`src/rtl/opaddr_pkg.sv`:
```
package opaddr_pkg;

  localparam int IR_W = 16;

  typedef enum logic [1:0] {
    CLS_NONE   = 2'b00,
    CLS_ONE    = 2'b01,
    CLS_TWO    = 2'b10,
    CLS_BRANCH = 2'b11
  } iclass_e;

  typedef enum logic [1:0] {
    AM_REG   = 2'b00,
    AM_IMM   = 2'b01,
    AM_IDX   = 2'b10,
    AM_PCREL = 2'b11
  } amode_e;

  typedef enum logic [2:0] {
    ST_IDLE,
    ST_FETCH_W,
    ST_CALC,
    ST_INDIRECT,
    ST_DONE
  } seq_state_e;

  typedef struct packed {
    iclass_e    cls;
    logic [3:0] op;
    amode_e     am;
    logic       ind;
    logic       need_w;
    logic       need_ptr;
    logic       on_dst;
    logic       illegal;
    logic [2:0] reg_sel;
  } dec_t;

endpackage

```
`src/rtl/opaddr_decode.sv`:
```
module opaddr_decode
  import opaddr_pkg::*;
(
  input  logic [IR_W-1:0] ir,
  output dec_t            dec
);
  logic src_side;
  logic no_operand;

  always_comb begin
    dec.cls  = iclass_e'(ir[15:14]);
    dec.op   = ir[13:10];
    dec.am   = amode_e'(ir[9:8]);
    dec.ind  = ir[7];
    src_side   = (dec.cls == CLS_TWO) && !ir[6];
    no_operand = (dec.cls == CLS_NONE);
    dec.reg_sel  = src_side ? ir[5:3] : ir[2:0];
    dec.on_dst   = !no_operand && !src_side;
    dec.illegal  = (dec.cls == CLS_BRANCH) && (dec.am == AM_REG);
    dec.need_w   = !no_operand && !dec.illegal && (dec.am != AM_REG);
    dec.need_ptr = !no_operand && !dec.illegal && dec.ind &&
                   ((dec.am == AM_IDX) || (dec.am == AM_PCREL));
  end
endmodule

```
`src/rtl/opaddr_agen.sv`:
```
module opaddr_agen
  import opaddr_pkg::*;
#(
  parameter int DATA_W  = 16,
  parameter int PC_STEP = 1
) (
  input  amode_e            am,
  input  logic              ind,
  input  logic [DATA_W-1:0] w,
  input  logic [DATA_W-1:0] reg_data,
  input  logic [DATA_W-1:0] pc,
  output logic [DATA_W-1:0] gen,
  output logic              gen_is_addr
);
  localparam logic [DATA_W-1:0] STEP = DATA_W'(PC_STEP);

  always_comb begin
    unique case (am)
      AM_REG: begin
        gen         = reg_data;
        gen_is_addr = ind;
      end
      AM_IMM: begin
        gen         = w;
        gen_is_addr = ind;
      end
      AM_IDX: begin
        gen         = w + reg_data;
        gen_is_addr = 1'b1;
      end
      default: begin
        gen         = w + pc + STEP;
        gen_is_addr = 1'b1;
      end
    endcase
  end
endmodule

```
`src/rtl/opaddr_seq.sv`:
```
module opaddr_seq
  import opaddr_pkg::*;
#(
  parameter int DATA_W = 16
) (
  input  logic              clk,
  input  logic              rst_n,
  input  logic              in_valid,
  input  logic [IR_W-1:0]   in_ir,
  input  logic [DATA_W-1:0] in_pc,
  input  dec_t              dec,
  input  logic [DATA_W-1:0] gen,
  input  logic              gen_is_addr,
  input  logic              mem_rvalid,
  input  logic [DATA_W-1:0] mem_rdata,
  input  logic              out_ready,
  output logic              idle,
  output logic [IR_W-1:0]   ir_q,
  output logic [DATA_W-1:0] pc_q,
  output logic [DATA_W-1:0] w_q,
  output logic              mem_req,
  output logic [DATA_W-1:0] mem_addr,
  output logic              out_valid,
  output logic [DATA_W-1:0] res_q,
  output logic              is_addr_q,
  output logic              on_dst_q,
  output logic              illegal_q
);
  seq_state_e state;

  always_ff @(posedge clk or negedge rst_n) begin
    if (!rst_n) begin
      state     <= ST_IDLE;
      ir_q      <= '0;
      pc_q      <= '0;
      w_q       <= '0;
      res_q     <= '0;
      is_addr_q <= 1'b0;
      on_dst_q  <= 1'b0;
      illegal_q <= 1'b0;
    end else begin
      unique case (state)
        ST_IDLE: if (in_valid) begin
          ir_q      <= in_ir;
          pc_q      <= in_pc;
          w_q       <= '0;
          res_q     <= '0;
          is_addr_q <= 1'b0;
          on_dst_q  <= dec.on_dst;
          illegal_q <= dec.illegal;
          if (dec.cls == CLS_NONE || dec.illegal) state <= ST_DONE;
          else if (dec.need_w)                    state <= ST_FETCH_W;
          else                                    state <= ST_CALC;
        end
        ST_FETCH_W: if (mem_rvalid) begin
          w_q   <= mem_rdata;
          state <= ST_CALC;
        end
        ST_CALC: begin
          res_q     <= gen;
          is_addr_q <= gen_is_addr;
          state     <= dec.need_ptr ? ST_INDIRECT : ST_DONE;
        end
        ST_INDIRECT: if (mem_rvalid) begin
          res_q <= mem_rdata;
          state <= ST_DONE;
        end
        default: if (out_ready) state <= ST_IDLE;
      endcase
    end
  end

  assign idle      = (state == ST_IDLE);
  assign mem_req   = (state == ST_FETCH_W) || (state == ST_INDIRECT);
  assign mem_addr  = (state == ST_FETCH_W) ? pc_q : res_q;
  assign out_valid = (state == ST_DONE);
endmodule

```
`src/rtl/opaddr_unit.sv`:
```
module opaddr_unit
  import opaddr_pkg::*;
#(
  parameter int DATA_W  = 16,
  parameter int PC_STEP = 1
) (
  input  logic              clk,
  input  logic              rst_n,
  input  logic              in_valid,
  output logic              in_ready,
  input  logic [15:0]       in_ir,
  input  logic [DATA_W-1:0] in_pc,
  output logic [2:0]        reg_idx,
  input  logic [DATA_W-1:0] reg_data,
  output logic              mem_req,
  output logic [DATA_W-1:0] mem_addr,
  input  logic              mem_rvalid,
  input  logic [DATA_W-1:0] mem_rdata,
  output logic              out_valid,
  input  logic              out_ready,
  output logic [DATA_W-1:0] out_value,
  output logic              out_is_addr,
  output logic              out_on_dst,
  output logic              out_illegal
);
  logic              idle;
  logic [IR_W-1:0]   ir_q;
  logic [IR_W-1:0]   ir_view;
  logic [DATA_W-1:0] pc_q;
  logic [DATA_W-1:0] w_q;
  logic [DATA_W-1:0] gen;
  logic              gen_is_addr;
  dec_t              dec;

  // Decode the offered word while idle, the held word afterwards.
  assign ir_view = idle ? in_ir : ir_q;

  opaddr_decode u_dec (
    .ir  (ir_view),
    .dec (dec)
  );

  opaddr_agen #(.DATA_W(DATA_W), .PC_STEP(PC_STEP)) u_agen (
    .am          (dec.am),
    .ind         (dec.ind),
    .w           (w_q),
    .reg_data    (reg_data),
    .pc          (pc_q),
    .gen         (gen),
    .gen_is_addr (gen_is_addr)
  );

  opaddr_seq #(.DATA_W(DATA_W)) u_seq (
    .clk         (clk),
    .rst_n       (rst_n),
    .in_valid    (in_valid),
    .in_ir       (in_ir),
    .in_pc       (in_pc),
    .dec         (dec),
    .gen         (gen),
    .gen_is_addr (gen_is_addr),
    .mem_rvalid  (mem_rvalid),
    .mem_rdata   (mem_rdata),
    .out_ready   (out_ready),
    .idle        (idle),
    .ir_q        (ir_q),
    .pc_q        (pc_q),
    .w_q         (w_q),
    .mem_req     (mem_req),
    .mem_addr    (mem_addr),
    .out_valid   (out_valid),
    .res_q       (out_value),
    .is_addr_q   (out_is_addr),
    .on_dst_q    (out_on_dst),
    .illegal_q   (out_illegal)
  );

  assign in_ready = idle;
  assign reg_idx  = dec.reg_sel;
endmodule

```
`config.mk`:
```
export PLATFORM = sky130hd
export DESIGN_NAME = opaddr_unit
export DESIGN_NICKNAME = d
export VERILOG_FILES = /design/src/rtl/opaddr_pkg.sv /design/src/rtl/opaddr_decode.sv /design/src/rtl/opaddr_agen.sv /design/src/rtl/opaddr_seq.sv /design/src/rtl/opaddr_unit.sv
export SDC_FILE = /design/constraint.sdc
export NUM_CORES = 1
export LEC_CHECK = 0
export BUFFER_PORTS_ARGS = -buffer_cell sky130_fd_sc_hd__buf_2
export CAP_MARGIN = 20
export CORE_AREA = 2 2 108 110
export DETAILED_ROUTE_END_ITERATION = 7
export DIE_AREA = 0 0 110 112
export PLACE_DENSITY = 0.72
export SETUP_SLACK_MARGIN = 0.3
export SYNTH_ARGS = -nofsm -noshare
export SYNTH_HDL_FRONTEND = slang
export SYNTH_HIERARCHICAL = 1
export SYNTH_SLANG_ARGS = --single-unit
```
`constraint.sdc`:
```
create_clock -name clk -period 8.9 [get_ports clk]
set_clock_uncertainty 0.1 [all_clocks]
set_input_delay 1.78 -clock clk [delete_from_list [all_inputs] [get_ports clk]]
set_output_delay 1.78 -clock clk [all_outputs]
set_load 0.1 [all_outputs]
```
==> impl_metrics.toml, run 1 <==
[outcome]
outcome = "complete, no violations"

[timing]
fin_crit_sh = 0.5595
finalSetupViolations = 0
period_minus_slack_ns = 4.980
tns_ns = 0
slew_headroom = 0.2833
hold_viol_final = 0
tightestPinTransition_ns = 1.075
slew_viol_final = 0
rsz0062_at_grt = "no"
max_freq_ghz = 0.2008

[floorplanning]
fp.dieArea_um2 = 12320
die_x_um = 110
row_count = 39
initial_utilization = 0.4643
core_area_um2 = 11170
ios = 110
die_y_um = 112

[layout]
antenna-diode-count = 0
n_fill_cell = 1022
finalNetCount = 685
area_delta_synth_final_pct = 14.23
final_layout_size_suffix_gt1_frac = 0.3776

[global_route]
grt_max_degree = 67
overflow = 0
grt_pass1_wl_mm = 19.99
grt_pass1_vias = 4137
gr-usage-all-layers = 0.2095
antenna_found_initial = 0

[yosys]
syn_area_um2 = 5189
syn_nets = 596
yosys_warnings = 6
syn_avg_cell_area_um2 = 10.48
netlist_instances = 495

[clock_network]
ctsHoldBuffers = 0
cts_tree = "done"
cts_max_level = 3
cts.path.max_buffers = 2
cts.sink_count = 66
cts_buffers = 9
root_buffer = "clkbuf_16"
ctsResizeCount = 0
clk_latency_ns = 0.34
clk_pin_slew_ns = 0.06
post_cts_buffers = 0

[detailed_routing]
num_vias = 4075
via_per_inst = 5.575
drc = 0
drtIter0Drc = 160
drtAntennaViolNets = 0
wl_mm = 12.49
drt_pass1_iterations = 5
routedWlPerCell_um = 17.09

[job]
cap_violations = 0

[critical_path]
required_ns = 7.02
path_class = "in2out"
critPathLaunchType = "primary input"
endpoint_kind = "output port"
reg2reg_depth = 14
crit_fanout = 5
cp.arrival_ns = 3.10

[hold_path]
whs_path_depth = 1
min_path_type = "reg2reg"

[placement]
port_buffers = 105
place.gp.congestion = 0.8980
hpwl_mm = 8.828
-- flip-flops by register name, summed over array words and instances (netlist names) --
name,flops
u_seq/illegal_q,1
u_seq/ir_q,12
u_seq/is_addr_q,1
u_seq/on_dst_q,1
u_seq/pc_q,16
u_seq/res_q,16
u_seq/state,3
u_seq/w_q,16
-- final cells by class --
| class | count | area [um2] | area share |
|---|---|---|---|
| multi-input combinational | 385 | 3217 | 0.5427 |
| inverter | 12 | 45.04 | 0.007600 |
| timing repair buffer | 110 | 563.0 | 0.09500 |
| clock buffer | 12 | 256.5 | 0.04328 |
| tap | 143 | 178.9 | 0.03019 |
| clock inverter | 3 | 15.01 | 0.002533 |
| sequential | 66 | 1652 | 0.2787 |
-- worst paths after layout --
kind / start / to / slack (ns)
setup / recovery: in_ir[14] / reg_idx[1] / 3.92
max in group asynchronous: rst_n / u_seq/ir_q[0] / 6.58
min in group asynchronous: rst_n / u_seq/w_q[7] / 1.54
setup reg to reg: u_seq/w_q[0] / u_seq/res_q[14] / 5.35
hold reg to reg: u_seq/ir_q[9] / u_seq/ir_q[9] / 0.39
hold / removal: u_seq/ir_q[9] / u_seq/ir_q[9] / 0.39
-- per-stage QoR --
stage / hold slack, ns / area (um2) / instances / util / setup slack (ns)
global placement: 0.3671 / 5655 / 716 / 0.5061 / 3.916
CTS: 0.3924 / 5927 / 731 / 0.5304 / 3.904
floorplan: 0.3583 / 5189 / 495 / - / 3.719
finish: 0.3897 / 5927 / 731 / 0.5304 / 3.920
detailed placement: 0.3798 / 5655 / 716 / 0.5061 / 3.904
global route: 0.4024 / 5927 / 731 / 0.5304 / 3.876
-- critical path, stage by stage --
cell     delay (ns)
buf_2          0.11
mux2_4         0.29
nor3b_4        0.27
mux2_2         0.36
buf_2          0.29
-- per-layer routing --
layer,part of all wire,global-route usage,vias to the layer above
met2,0.47,0.3350,126
met5,0,0,-
met1,0.45,0.2724,1965
met3,0.059,0.05621,21
li1,-,-,1963
met4,0.018,0.07173,0
-- layout by cell type (no fill, tap or decap), types with 5 or more instances in the layout --
| cell type | count |
|---|---|
| xnor2_1 | 15 |
| clkbuf_16 | 9 |
| nor3_1 | 11 |
| buf_2 | 105 |
| a21o_1 | 5 |
| o21ai_1 | 11 |
| ha_1 | 30 |
| mux2_4 | 27 |
| nor2_1 | 35 |
| mux2_1 | 5 |
| dfrtp_1 | 66 |
| o21a_1 | 9 |
| mux2_2 | 30 |
| a21oi_1 | 33 |
| nand2_1 | 54 |
| nand3_1 | 5 |
| o21ai_0 | 10 |
| o21ai_2 | 11 |
| a22oi_1 | 16 |
| inv_1 | 11 |
| buf_4 | 5 |
| mux4_2 | 15 |
| xor2_1 | 10 |
Power of run 1 is not shown: default switching activity piles up to over one toggle a cycle in this logic, so the estimate is an artifact.
==> run 2: changes to the inputs <==
==> constraint.sdc (replaced) <==
create_clock -name clk -period 4.7 [get_ports clk]
set_clock_uncertainty 0.1 [all_clocks]
set_input_delay 0.94 -clock clk [delete_from_list [all_inputs] [get_ports clk]]
set_output_delay 0.94 -clock clk [all_outputs]
set_load 0.1 [all_outputs]
==> impl_metrics.toml, run 2 (synthesis results as in run 1) <==
[critical_path]
crit_fanout = 10
required_ns = 3.66
endpoint_kind = "output port"
path_class = "reg2out"
cp.arrival_ns = 2.93
critPathLaunchType = "flop"

[global_route]
overflow = 0
grt_pass1_wl_mm = 20.27
gr-usage-all-layers = 0.2138
antenna_found_initial = 1
grt_pass1_vias = 4169
grt_max_degree = 36

[layout]
final_layout_size_suffix_gt1_frac = 0.3814
final_common_cell = "buf_2"
layout_common_cells = "buf_2, dfrtp_1, nand2_1"
antenna-diode-count = 0
finalNetCount = 686
n_fill_cell = 986
top_regs = "u_seq/pc_q (16), u_seq/res_q (16), u_seq/w_q (16)"
area_delta_synth_final_pct = 15.29

[job]
cap_violations = 0

[clock_network]
cts_max_level = 3
root_buffer = "clkbuf_16"
clk_pin_slew_ns = 0.05
cts_tree = "done"
clk_latency_ns = 0.35
ctsHoldBuffers = 0
cts.path.max_buffers = 2
cts_buffers = 9
ctsResizeCount = 0
cts.sink_count = 66
post_cts_buffers = 0

[timing]
finalSetupViolations = 0
slew_viol_final = 0
tightestPinTransition_ns = 1.041
tns_ns = 0
max_freq_ghz = 0.2518
fin_crit_sh = 0.8450
hold_slack_ns = 0.3846
slew_headroom = 0.3061
period_minus_slack_ns = 3.971
rsz0062_at_grt = "no"
hold_viol_final = 0

[detailed_routing]
drt_pass1_iterations = 4
drtAntennaViolNets = 0
drc = 0
num_vias = 4088
wl_mm = 12.48
via_per_inst = 5.577
drtIter0Drc = 208
routedWlPerCell_um = 17.02

[hold_path]
min_path_type = "reg2reg"

[outcome]
outcome = "complete, no violations"

[floorplanning]
row_count = 39
die_y_um = 112
core_area_um2 = 11170
fp.dieArea_um2 = 12320
initial_utilization = 0.4643
ios = 110
die_x_um = 110

[placement]
place.gp.congestion = 0.9016
port_buffers = 105
hpwl_mm = 9.078
[run 2: changes by cell type in the layout (fill, tap and decap cells not counted)]
cell	previous run	this run
buf_4	5	6
bufinv_16	0	2
clkbuf_1	1	0
clkbuf_8	2	1
clkinv_2	3	4
[run 2: layout make-up]
class	instances	area, um2	share of cell area
clock inverter	6	80.08	0.01339
multi-input combinational	385	3217	0.5378
inverter	12	45.04	0.007530
timing repair buffer	111	570.5	0.09538
tap	143	178.9	0.02991
sequential	66	1652	0.2761
clock buffer	10	239.0	0.03995
[run 2: stage by stage]
stage               std cells    util  worst slack [ns]  area, um2
finish                    733  0.5353            0.7285       5982
global route              733  0.5353            0.5778       5982
CTS                       733  0.5353            0.6653       5982
detailed placement        717  0.5068            0.8986       5663
global placement          717  0.5068            0.9103       5663
floorplan                 495       -            0.3586       5189
[run 2: worst paths after layout]
check | cells past startpoint | start | end | slack [ns]
max | 5 | u_seq/state[2] | reg_idx[1] | 0.73
min | 1 | u_seq/ir_q[6] | u_seq/ir_q[6] | 0.38
max reg2reg | 14 | u_seq/w_q[0] | u_seq/res_q[14] | 1.18
min reg2reg | 1 | u_seq/ir_q[6] | u_seq/ir_q[6] | 0.38
max in group asynchronous | 2 | rst_n | u_seq/ir_q[9] | 2.98
min in group asynchronous | 1 | rst_n | u_seq/pc_q[6] | 0.56
[run 2: metal layers]
metal  vias up  GRT usage  part of all wire
li1       1978          -                 -
met1      1956     0.2757              0.44
met2       129     0.3395              0.48
met3        23    0.04918             0.057
met4         2    0.09451             0.020
met5         -          0            0.0010
[run 2: worst max-delay path, cell delays in order (launching register included)]
cell	delay (ns)
dfrtp_1	0.53
nor3_2	0.73
mux2_4	0.39
nor3b_4	0.28
mux2_2	0.36
buf_2	0.29
Power of run 2 is left out for the same reason.
